--- src/rtl/ftx_pkg.sv ---
package ftx_pkg;
   typedef enum logic [1:0] {
      PAR_NONE  = 2'b00,
      PAR_NONE1 = 2'b01,
      PAR_EVEN  = 2'b10,
      PAR_ODD   = 2'b11
   } par_mode_e;

   localparam int MIN_DATA_BITS = 5;
endpackage

--- src/rtl/ftx_holdbuf.sv ---
module ftx_holdbuf #(
   parameter int DATA_W = 9
) (
   input  logic              clk,
   input  logic              rst_n,
   input  logic              enable,
   input  logic              wr_stb,
   input  logic [DATA_W-1:0] wr_data,
   input  logic              take,
   output logic              valid,
   output logic [DATA_W-1:0] data
);
   always_ff @(posedge clk) begin
      if (!rst_n) begin
         valid <= 1'b0;
         data  <= '0;
      end else if (!enable) begin
         valid <= 1'b0;
      end else if (wr_stb) begin
         // a write wins over a same-cycle transfer: the shifter takes the old value
         data  <= wr_data;
         valid <= 1'b1;
      end else if (take) begin
         valid <= 1'b0;
      end
   end
endmodule

--- src/rtl/ftx_framer.sv ---
module ftx_framer
   import ftx_pkg::*;
#(
   parameter int DATA_W    = 9,
   parameter bit PARITY_EN = 1'b1,
   parameter int LEN_W     = 4,
   parameter int FRAME_W   = DATA_W + 4,
   parameter int CNT_W     = 4
) (
   input  logic [DATA_W-1:0]  data,
   input  logic [LEN_W-1:0]   len_cfg,
   input  logic [1:0]         par_cfg,
   input  logic               two_stop,
   output logic [FRAME_W-1:0] frame,
   output logic [CNT_W-1:0]   nbits
);
   logic par_on;
   logic par_odd;

   generate
      if (PARITY_EN) begin : g_par
         par_mode_e mode;
         assign mode    = par_mode_e'(par_cfg);
         assign par_on  = (mode == PAR_EVEN) || (mode == PAR_ODD);
         assign par_odd = (mode == PAR_ODD);
      end else begin : g_nopar
         assign par_on  = 1'b0;
         assign par_odd = 1'b0;
      end
   endgenerate

   always_comb begin
      int   lc;
      int   n;
      logic acc;
      lc = int'(len_cfg);
      if (lc < MIN_DATA_BITS)  n = MIN_DATA_BITS;
      else if (lc > DATA_W)    n = DATA_W;
      else                     n = lc;
      frame    = '1;
      frame[0] = 1'b0;
      acc      = 1'b0;
      for (int i = 0; i < DATA_W; i++) begin
         if (i < n) begin
            frame[i+1] = data[i];
            acc        = acc ^ data[i];
         end
      end
      if (par_on) frame[n+1] = acc ^ par_odd;
      nbits = CNT_W'(n + 2 + (par_on ? 1 : 0) + (two_stop ? 1 : 0));
   end
endmodule

--- src/rtl/ftx_shifter.sv ---
module ftx_shifter #(
   parameter int FRAME_W = 13,
   parameter int CNT_W   = 4
) (
   input  logic               clk,
   input  logic               rst_n,
   input  logic               enable,
   input  logic               bit_en,
   input  logic               have_data,
   input  logic [FRAME_W-1:0] frame,
   input  logic [CNT_W-1:0]   nbits,
   output logic               take,
   output logic               finish,
   output logic               line
);
   logic               busy;
   logic [FRAME_W-1:0] sr;
   logic [CNT_W-1:0]   cnt;
   logic               last;

   assign last   = busy && (cnt == CNT_W'(1));
   assign take   = enable && bit_en && have_data && (!busy || last);
   assign finish = enable && bit_en && last;
   assign line   = busy ? sr[0] : 1'b1;

   always_ff @(posedge clk) begin
      if (!rst_n) begin
         busy <= 1'b0;
         sr   <= '1;
         cnt  <= '0;
      end else if (!enable) begin
         busy <= 1'b0;
         sr   <= '1;
         cnt  <= '0;
      end else if (bit_en) begin
         if (take) begin
            sr   <= frame;
            cnt  <= nbits;
            busy <= 1'b1;
         end else if (last) begin
            busy <= 1'b0;
            cnt  <= '0;
         end else if (busy) begin
            sr  <= {1'b1, sr[FRAME_W-1:1]};
            cnt <= cnt - CNT_W'(1);
         end
      end
   end
endmodule

--- src/rtl/ftx_status.sv ---
module ftx_status (
   input  logic clk,
   input  logic rst_n,
   input  logic enable,
   input  logic valid,
   input  logic finish,
   input  logic take,
   input  logic done_clr,
   input  logic done_ack,
   input  logic empty_en,
   input  logic done_en,
   output logic buf_empty,
   output logic tx_done,
   output logic empty_irq,
   output logic done_irq
);
   logic set_done;

   assign set_done  = finish && !take;
   assign buf_empty = !valid || !enable;
   assign empty_irq = buf_empty && empty_en;
   assign done_irq  = tx_done && done_en;

   always_ff @(posedge clk) begin
      if (!rst_n)                    tx_done <= 1'b0;
      else if (set_done)             tx_done <= 1'b1;
      else if (done_clr || done_ack) tx_done <= 1'b0;
   end
endmodule

--- src/rtl/frame_tx.sv ---
module frame_tx #(
   parameter int DATA_W    = 9,
   parameter bit PARITY_EN = 1'b1,
   parameter int LEN_W     = 4
) (
   input  logic              clk,
   input  logic              rst_n,
   input  logic              bit_en,
   input  logic              tx_enable,
   input  logic [LEN_W-1:0]  data_bits_cfg,
   input  logic [1:0]        parity_cfg,
   input  logic              two_stop,
   input  logic              wr_stb,
   input  logic [DATA_W-1:0] wr_data,
   input  logic              done_clr,
   input  logic              empty_irq_en,
   input  logic              done_irq_en,
   input  logic              done_irq_ack,
   output logic              tx_line,
   output logic              buf_empty,
   output logic              tx_done,
   output logic              empty_irq,
   output logic              done_irq
);
   localparam int FRAME_W = DATA_W + 4;
   localparam int CNT_W   = $clog2(FRAME_W + 1);

   generate
      if (DATA_W < 5 || DATA_W > 9) begin : g_bad_width
         $error("frame_tx: DATA_W must lie in 5..9");
      end
      if ((1 << LEN_W) <= DATA_W) begin : g_bad_len
         $error("frame_tx: LEN_W too narrow for DATA_W");
      end
   endgenerate

   logic              hb_valid;
   logic [DATA_W-1:0] hb_data;
   logic              take;
   logic              finish;
   logic [FRAME_W-1:0] frame;
   logic [CNT_W-1:0]   nbits;

   ftx_holdbuf #(.DATA_W(DATA_W)) u_buf (
      .clk(clk), .rst_n(rst_n), .enable(tx_enable),
      .wr_stb(wr_stb), .wr_data(wr_data), .take(take),
      .valid(hb_valid), .data(hb_data)
   );

   ftx_framer #(
      .DATA_W(DATA_W), .PARITY_EN(PARITY_EN), .LEN_W(LEN_W),
      .FRAME_W(FRAME_W), .CNT_W(CNT_W)
   ) u_frm (
      .data(hb_data), .len_cfg(data_bits_cfg), .par_cfg(parity_cfg),
      .two_stop(two_stop), .frame(frame), .nbits(nbits)
   );

   ftx_shifter #(.FRAME_W(FRAME_W), .CNT_W(CNT_W)) u_sh (
      .clk(clk), .rst_n(rst_n), .enable(tx_enable), .bit_en(bit_en),
      .have_data(hb_valid), .frame(frame), .nbits(nbits),
      .take(take), .finish(finish), .line(tx_line)
   );

   ftx_status u_st (
      .clk(clk), .rst_n(rst_n), .enable(tx_enable), .valid(hb_valid),
      .finish(finish), .take(take), .done_clr(done_clr),
      .done_ack(done_irq_ack), .empty_en(empty_irq_en),
      .done_en(done_irq_en), .buf_empty(buf_empty), .tx_done(tx_done),
      .empty_irq(empty_irq), .done_irq(done_irq)
   );
endmodule

--- config.mk ---
export PLATFORM = sky130hd
export DESIGN_NAME = frame_tx
export DESIGN_NICKNAME = d
export VERILOG_FILES = /design/src/rtl/ftx_pkg.sv /design/src/rtl/ftx_holdbuf.sv /design/src/rtl/ftx_framer.sv /design/src/rtl/ftx_shifter.sv /design/src/rtl/ftx_status.sv /design/src/rtl/frame_tx.sv
export SDC_FILE = /design/constraint.sdc
export NUM_CORES = 1
export LEC_CHECK = 0
export ABC_CLOCK_PERIOD_IN_PS = 3200
export BUFFER_PORTS_ARGS = -buffer_cell sky130_fd_sc_hd__buf_2
export CAP_MARGIN = 20
export CELL_PAD_IN_SITES_DETAIL_PLACEMENT = 0
export CELL_PAD_IN_SITES_GLOBAL_PLACEMENT = 2
export CORE_AREA = 8 8 79 81
export CTS_CLUSTER_SIZE = 24
export DETAILED_ROUTE_END_ITERATION = 10
export DIE_AREA = 0 0 87 89
export PLACE_DENSITY_LB_ADDON = 0.1
export SLEW_MARGIN = 30
export SYNTH_ARGS = -nofsm -noshare
export SYNTH_HDL_FRONTEND = slang
export SYNTH_SLANG_ARGS = --single-unit
--- constraint.sdc ---
create_clock -name clk -period 3.2 [get_ports clk]
set_input_delay 0.16 -clock clk [delete_from_list [all_inputs] [get_ports clk]]
set_output_delay 0.16 -clock clk [all_outputs]
set_load 0.05 [all_outputs]
* Yosys cells after proc, flatten, opt, wreduce, memory -nomap -nowiden *
Cells that the tools add are included.

storage, ports and cells
  output and inout bits = 5
  input port bits = 25
  word-level logic and storage cells = 103
  bits in registers = 29

cells by class
  equality and inequality tests = 4
  $add $sub $neg = 5
  bitwise gates (word level) = 9
  $lt $le $gt $ge = 13
  mux-type cells = 39
  reductions and logical operators = 27

operator list
  kind                                                                number
  less-than comparator 4 x 32 -> 1 bit, first input constant          4
  less-than comparator 3 x 32 -> 1 bit, first input constant          2
  2-to-1 mux 13 bit                                                   4
  adder 32 x 2 -> 32 bit, second input constant                       1
  greater-or-equal comparator 32 x 1 -> 1 bit, second input constant  1
  less-than comparator 2 x 32 -> 1 bit, first input constant          1
  less-than comparator 32 x 6 -> 1 bit, second input constant         1
  less-than comparator 5 x 32 -> 1 bit, first input constant          1
  2-to-1 mux 1 bit                                                    28
  2-to-1 mux 4 bit                                                    5
  bitwise mux 13 bit                                                  1
  logical AND 1 bit                                                   9
  bitwise XOR 1 bit                                                   9
  adder 4 bit                                                         2
  AND reduction 2 bit                                                 4
  nonzero test 2 bit                                                  4
  adder 4 x 3 -> 4 bit, second input constant                         1
  demux 1 bit (select 4 bit)                                          1
  == test 2 bit, second input constant                                2
  == test 4 x 1 -> 1 bit, second input constant                       1
  greater-than comparator 4 bit, second input constant                1
  logical NOT 1 bit                                                   4
  logical OR 1 bit                                                    4
  less-than comparator 1 x 4 -> 1 bit, first input constant           1
  5 further kinds                                                     5

* Logic depth before layout (Yosys ltp) *
Gate-level depths: netlist of run 1.

  depth after elaboration = 25
  depth in mapped cells = 9

* Modules after synthesis *
A second synthesis of run 1 with hierarchy kept.

unflattened totals
  cell total of the unflattened synthesis = 195
  area, all modules = 1,746.7 sq um

by module, submodules not included
  module       cells an instance  area an instance (sq um)  times used  sequential area each (sq um)
  ftx_shifter  92                 924.6                     1           360.3
  ftx_holdbuf  45                 399.1                     1           200.2
  ftx_framer   51                 359.1                     1           0.0
  ftx_status   7                  63.8                      1           20.0

* Worst setup path after synthesis of run 1 *
No wires, ideal clock.

  path kind = reg-to-reg
  start = reg u_sh.cnt[0]
  end = reg u_sh.cnt[2]
  data required time = 3,072 ps
  buffers on the path = 1
  library setup time = 128 ps
  stages on the path, launching flop included = 8
  data arrival time = 1,596 ps
  slack = 1,477 ps
  clock period less this slack = 1,723 ps
  cells stage by stage = dfxtp_1 > ha_1 > or3b_4 > buf_2 > mux2i_1 > o21ai_1 > a22oi_1 > nor2_1

between the ends
  longest elaborated chain between the ends = 6
  elaborated cells on any way between the ends = 10
  those cells by class = 1 x add/sub; 1 x eq/ne; 3 x mux; 5 x reduce/logical

ends and longest elaborated chain
  item                                                               line               RTL
  start, declared                                                    ftx_shifter.sv:18  logic [CNT_W-1:0] cnt;
  start signal, assigned                                             ftx_shifter.sv:38  cnt <= nbits;
  start signal, assigned                                             ftx_shifter.sv:45  cnt <= cnt - CNT_W'(1);
  branches (longest 6 deep; another with subtractor 4 x 1 -> 4 bit)  n/a

Parallel ways; which one is timed is not known. The select of a mux whose other input is x is not followed.
A chain may end at the register's enable or synchronous reset.

* Worst setup path in the final report of run 1 *
  start = reg u_sh.cnt[1]
  end = reg u_sh.sr[9]

between the ends
  longest elaborated chain between the ends = 6
  elaborated cells on any way between the ends = 8
  those cells by class = 2 x eq/ne; 1 x mux; 5 x reduce/logical

ends and longest elaborated chain
  item                                                                    line               RTL
  == test 4 x 1 -> 1 bit *                                                ftx_shifter.sv:21  assign last = busy && (cnt == CNT_W'(1));
  logical AND 1 bit *                                                     ftx_shifter.sv:21
  logical OR 1 bit                                                        ftx_shifter.sv:22  assign take = enable && bit_en && have_data && (!busy || last);
  logical AND 1 bit                                                       ftx_shifter.sv:22
  != test 2 x 1 -> 1 bit (no line) or nonzero test 2 bit (tied branches)  n/a
  AND reduction 3 bit (no line)                                           n/a
  end signal, assigned                                                    ftx_shifter.sv:37  sr <= frame;
  end signal, assigned                                                    ftx_shifter.sv:44  sr <= {1'b1, sr[FRAME_W-1:1]};
  end, declared                                                           ftx_shifter.sv:17  logic [FRAME_W-1:0] sr;

Every way passes the cells marked *; elsewhere a longest branch is shown, timed or not.

==> flow_summary.toml, run 1 <==
[worst_setup_path]
crit_buf_inv = 1
cpLargestDelayFamily = "simple AND/OR/NAND/NOR gates"
slowest_delay_ns = 0.49
critPathArrivalTime_ns = 2.29
worstPathCellList = "inv_1, ha_1, or3b_4, and2_1, o211ai_1, nor4b_1, a31oi_1"
slowest_stage = "and2_1"
path_class = "flop to flop"
start_kind = "flop"
critPathRequiredTime_ns = 3.35
critical_path_peak_fanout = 16
crit_path_end_kind = "flop"

[clocking]
htreeDepth = 2
cts_setup_buffers = 0
clkLatencyLatePin_ns = 0.28
cts.sinks = 29
clockBufferDepth = 2
hold_buffers = 0
path_clk_slew_ns = 0.06
cts_resized = 0
numCtsBuffers = 5
cts_tree = "done"
clockRootBuffer = "clkbuf_8"

[sta]
finalSetupViolCount = 0
relSlewSlack_pct = 64.5
fin_ws_ns = 1.06
period_needed_ns = 2.14
tightestPinTransition_ns = 0.532
fin_crit_sh_pct = 66.9
fmax_mhz = 467
finalHoldViolCount = 0
maxSlewViolCount = 0
rsz0062_at_grt = "no"
tns_ns = 0
hold-worst-slack_ns = 0.143
finClkSkew_ns = 0.00493

[flow_run]
max-cap-violations = 0

[routing]
wl_met2_um = 1920
via_per_inst = 4.94
met1_length_um = 2090
first_pass_iters = 4
drt-total-wl_um = 4260
vias = 1458
drt_iter0_markers = 69
dr_wl_met3_um = 193
drc = 0
detail-route-antenna-nets = 0
highest_layer = "met4"
post_drt_wl_per_cell_um = 14.4

[placement]
gp_congestion = 0.778
dp_cells = 287
dp_slack_ns = 1.08
io_buffers = 29
dp_hpwl_um = 3210
dpl_cell_area_sq_um = 1800

[pwr]
power_frac_comb_pct = 14.8
p_clk_share_pct = 36.7
total_power_mw = 0.778
ir_worst_vdd_mv = 0.159
internal-power_mw = 0.570
p_switching_mw = 0.208
p_leak_nw = 0.778
pwr_density_cell_nw_per_um2 = 414
power.share.sequential_pct = 48.5
swShare_pct = 26.8

[finish]
antennaDiodeCount = 0
final_area_sq_um = 1880
num-fill-cells = 535
instances_no_fill = 295
post-route-util_pct = 37.8
fin_nets = 253
drive_gt1_share_pct = 18.2
area_delta_synth_final_pct = 15.5

[logic_synthesis]
ys_seq_area_share_pct = 35.7
synthFlopType = "dfxtp_1"
synth_compound_area_share_pct = 23.8
synth_seq_cells = 29
synth_cell_types = 46
synthArstFlopShare_pct = 0
netlist_area_sq_um = 1630
synth_xor_xnor_area_share_pct = 7.07
synth-simple-area-share_pct = 22.6
syn_inst = 200
synth-edff-count = 0
yosys-mux-area-fraction_pct = 1.84
synth_top_family_by_area = "compound AO/OA/AOI/OAI gates"
syn_avg_cell_area_sq_um = 8.14
synthAdderAreaFrac_pct = 3.54
synth_warnings = 0
synthesis.nets = 229

[floorplan]
core_sq_um = 4980
die_x_um = 87
start_util_pct = 32.7
rows = 26
dieArea_sq_um = 7740
die_h_um = 89
io_pins = 30

[global_routing]
grt_pass1_vias = 1455
grt_pass1_wl_um = 7000
antenna_found_initial = 0
gr-total-overflow = 0
grt_max_degree = 17
grt_usage_pct = 11.7

[run_status]
status = "finished, final reports clean"

[worst_hold_path]
hp-class = "primary input to flop"
[cell usage in the layout (no fill, tap or decap), types with 7 or more instances in the layout]
cell type / count
a21boi_0: 9
a21oi_1: 20
buf_2: 29
dfxtp_1: 29
inv_1: 7
nand2_1: 27
nand3_1: 13
nor2_1: 13
o21ai_1: 7
[cells in the mapped netlist (2+ instances only)]
| master | n | area, sq um |
|---|---|---|
| dfxtp_1 | 29 | 581 |
| nand2_1 | 27 | 101 |
| a21oi_1 | 20 | 100 |
| nand3_1 | 13 | 65.1 |
| nor2_1 | 13 | 48.8 |
| a21boi_0 | 9 | 67.6 |
| inv_1 | 7 | 26.3 |
| o21ai_1 | 7 | 35.0 |
| and2_1 | 6 | 37.5 |
| clkbuf_1 | 6 | 22.5 |
| o211ai_1 | 6 | 45.0 |
| nor3_1 | 5 | 25.0 |
| a31oi_1 | 4 | 25.0 |
| nand2b_1 | 4 | 25.0 |
| buf_2 | 3 | 15.0 |
| ha_1 | 3 | 37.5 |
| mux2i_1 | 3 | 30.0 |
| xnor2_1 | 3 | 26.3 |
| xor2_1 | 3 | 26.3 |
| o21ai_0 | 2 | 10.0 |
| or3_1 | 2 | 12.5 |
[cells by family after synthesis]
group / Yosys count
muxes: 3
xor gates and xnor gates: 9
adders and majority gates: 4
AOI/OAI and AO/OA: 60
and+or+nand+nor: 76
buffers and inverters: 19
DFF: 29
[layout make-up]
class	instances	area [sq um]	share of cell area, %
inverters	7	26.3	1.40
clock inverters	2	10.0	0.532
flip-flops and latches	29	581	30.9
clock buffers	6	72.6	3.86
repair buffers	29	145	7.72
multi-input cells	152	958	51.0
well taps	70	87.6	4.66
[worst min-delay path: cells and delay by family]
family                 cells  cell delay (ns)
buffers and inverters      1             0.10
AND/OR/NAND/NOR            1             0.05
AO/OA/AOI/OAI              1             0.07
[path summary, 6_finish.rpt]
check,startpoint,endpoint,slack [ns],cells past startpoint
worst min-delay path,wr_data[2],u_buf.data[2],0.14,3
worst max register to register,u_sh.cnt[1],u_sh.sr[9],1.06,7
worst min register to register,u_sh.sr[12],u_sh.sr[12],0.46,1
worst max-delay path,u_sh.cnt[1],u_sh.sr[9],1.06,7
[registers in the layout, summed over array words and instances (netlist names)]
register	cells
u_sh.sr	13
u_buf.data	9
u_sh.cnt	4
u_buf.valid	1
u_sh.busy	1
u_st.tx_done	1
[metal layers]
layer	GRT usage, %	up-vias
li1	-	752
met2	18.5	33
met5	0	-
met4	5.01	0
met1	14.6	665
met3	3.22	8
[power groups by stage]
| stage | registers, mW | logic, mW | clock network (mW) |
|---|---|---|---|
| 2_1_floorplan | 0.382 | 0.0823 | 0 |
| 3_3_place_gp | 0.385 | 0.115 | 0 |
| 3_5_place_dp | 0.385 | 0.115 | 0 |
| 4_1_cts | 0.377 | 0.116 | 0.297 |
| 5_1_grt | 0.378 | 0.128 | 0.313 |
| 6_report | 0.377 | 0.115 | 0.286 |
Note: power is estimated with default switching activity, not from simulation.
==> run 2, diff against run 1 <==
ABC_AREA = 1   (was default)
ABC_CLOCK_PERIOD_IN_PS = 1900   (was 3200)
CORE_AREA = 8 8 88 90   (was 8 8 79 81)
DIE_AREA = 0 0 96 98   (was 0 0 87 89)
clock period = 1.9 ns   (was 3.2 ns; I/O delays follow)
==> run 2 against run 1 <==
Cell area grew 5.3%; power grew 72%; worst hold slack lost 0.098 ns; core utilization shrank 7.3 points.
==> flow_summary.toml, run 2 <==
[worst_setup_path]
crit_top_cell = "inv_1"
start_kind = "flop"
critPathArrivalTime_ns = 1.76
worstPathCellList = "inv_1, ha_1, a21oi_4, nor2_4, inv_1, o21ai_0, o221ai_1"
crit_buf_inv = 2
cpLargestDelayFamily = "compound AO/OA/AOI/OAI gates"
path_class = "flop to flop"
worstReg2RegStart = "u_sh.cnt[1]"
reg2regPathDepth = 7
reg2reg_slack_ns = 0.29
slowest_stage = "dfxtp_1"
r2r-end = "u_sh.sr[5]"
slowest_delay_ns = 0.31
crit_path_end_kind = "flop"
critical_path_peak_fanout = 14
critPathRequiredTime_ns = 2.05

[routing]
drc = 0
drt_iter0_markers = 106
vias = 1631
drt-total-wl_um = 4550
post_drt_wl_per_cell_um = 12.7
detail-route-antenna-nets = 0
via_per_inst = 4.57
first_pass_iters = 6

[sta]
tns_ns = 0
period_needed_ns = 1.61
maxSlewViolCount = 0
fin_crit_sh_pct = 84.8
finClkSkew_ns = 0.00365
fin_ws_ns = 0.288
relSlewSlack_pct = 64.9
fmax_mhz = 620
finalSetupViolCount = 0
tightestPinTransition_ns = 0.525
rsz0062_at_grt = "no"
finalHoldViolCount = 0

[clocking]
cts_setup_buffers = 0
path_clk_slew_ns = 0.06
cts.sinks = 29
clockBufferDepth = 2
clockRootBuffer = "clkbuf_8"
numCtsBuffers = 5
hold_buffers = 0
htreeDepth = 2
cts_resized = 0
clkLatencyLatePin_ns = 0.28
cts_tree = "done"

[logic_synthesis]
synth_cell_types = 36
synthAdderAreaFrac_pct = 3.43
ys_seq_area_share_pct = 34.5
synth-simple-area-share_pct = 33.1
synth_top_family_by_area = "simple AND/OR/NAND/NOR gates"
synthTopCellsByCount = "69 x nand2_1, 31 x inv_1, 29 x dfxtp_1"
synth_seq_cells = 29
synth_top_area_share_pct = 34.5
synth_area_leaders = "dfxtp_1 35%, nand2_1 15%, inv_1 6.9%"
synthFlopType = "dfxtp_1"
syn_inst = 243
netlist_area_sq_um = 1680
synth-edff-count = 0
syn_avg_cell_area_sq_um = 6.92
synth_xor_xnor_area_share_pct = 1.04
synth_compound_area_share_pct = 17.6
yosys-mux-area-fraction_pct = 0
synthArstFlopShare_pct = 0
synth_most_common_cell = "nand2_1"
yosysTopAreaCell = "dfxtp_1"
synth_warnings = 0
synthesis.nets = 272

[finish]
drive_gt1_share_pct = 19.1
regMostFlops = "u_sh.sr"
largest_registers = "u_sh.sr (13), u_buf.data (9), u_sh.cnt (4)"
antennaDiodeCount = 0
fin_nets = 305
largest_reg_flops = 13
mostFrequentLayoutCells = "69 x nand2_1, 31 x inv_1, 29 x buf_2, 29 x dfxtp_1, 18 x a21oi_1"
instances_no_fill = 357
final_common_cell = "nand2_1"
area_delta_synth_final_pct = 17.8

[pwr]
ir_worst_vdd_mv = 0.299
p_leak_nw = 0.932
pwr_density_cell_nw_per_um2 = 676

[global_routing]
grt_pass1_wl_um = 7620
grt_max_degree = 18
busiest_layer = "met2"
met1_usage_pct = 12.1
antenna_found_initial = 0
use_met2_pct = 16.5
grt_pass1_vias = 1645
grtUsageMet3_pct = 3.61
gr-total-overflow = 0
grt_usage_pct = 10.2

[placement]
io_buffers = 29
dp_hpwl_um = 3560
dp_slack_ns = 0.118
dp_cells = 349
gp_congestion = 0.705

[worst_hold_path]
hold_start = "wr_stb"
hold_depth = 3
min_to = "u_buf.valid"
hp-class = "primary input to flop"

[floorplan]
core_sq_um = 6490
dieArea_sq_um = 9410
die_x_um = 96
io_pins = 30
rows = 30
start_util_pct = 25.9
die_h_um = 98

[run_status]
status = "finished, final reports clean"

[flow_run]
max-cap-violations = 0
-- run 2: worst max path at each step --
stage | cells past startpoint | from | slack (ns) | to
global placement | 13 | data_bits_cfg[3] | 0.14 | u_sh.cnt[2]
finish | 7 | u_sh.cnt[1] | 0.29 | u_sh.sr[5]
detailed placement | 13 | data_bits_cfg[3] | 0.12 | u_sh.cnt[2]
floorplan | 13 | data_bits_cfg[3] | 0.35 | u_sh.cnt[2]
global route | 11 | u_sh.cnt[1] | 0.11 | u_sh.cnt[2]
CTS | 7 | u_sh.cnt[1] | 0.25 | u_sh.sr[5]
-- run 2: logic make-up (layout without fill, tap and decap cells) --
kind of cell,count (synthesis),count (layout)
xor gates and xnor gates,2,2
adders and majority gates,4,4
and+or+nand+nor,120,120
DFF,29,29
buffers and inverters,39,73
AOI/OAI and AO/OA,49,49
-- run 2: worst min-delay path, cell delays in order --
cell and delay (ns):
buf_2 0.09, a21oi_1 0.04, nor2_1 0.07
-- run 2: area by class of cell --
type                    count  area, sq um
clock buffers               8         80.1
fillers                   758         4510
inverters                  34          133
multi-input cells         175          926
flip-flops and latches     29          581
well taps                  80          100
repair buffers             31          160
-- run 2: metrics by stage --
stage / total power [mW] / cell area, sq um / hold slack (ns) / utilization (%)
finish: 1.34 / 1980 / 0.0447 / 30.5
global route: 1.42 / 1980 / 0.0579 / 30.5
CTS: 1.37 / 1980 / 0.0396 / 30.5
detailed placement: 0.861 / 1900 / 0.333 / 29.2
global placement: 0.862 / 1900 / 0.326 / 29.2
floorplan: 0.794 / 1680 / 0.212 / -
-- run 2: power breakdown --
part / total (mW) / internal [mW] / switching [mW]
registers: 0.639 / 0.626 / 0.0130
logic: 0.206 / 0.0734 / 0.132
clock network: 0.493 / 0.260 / 0.234
total: 1.34 / 0.959 / 0.379
-- run 2: per-layer routing --
layer	wire (um)	part of all wire (%)	vias to the layer above
met4	35	0.77	0
met3	223	4.9	2
met2	2120	47	26
met5	0	0	-
met1	2170	48	746
li1	-	-	857
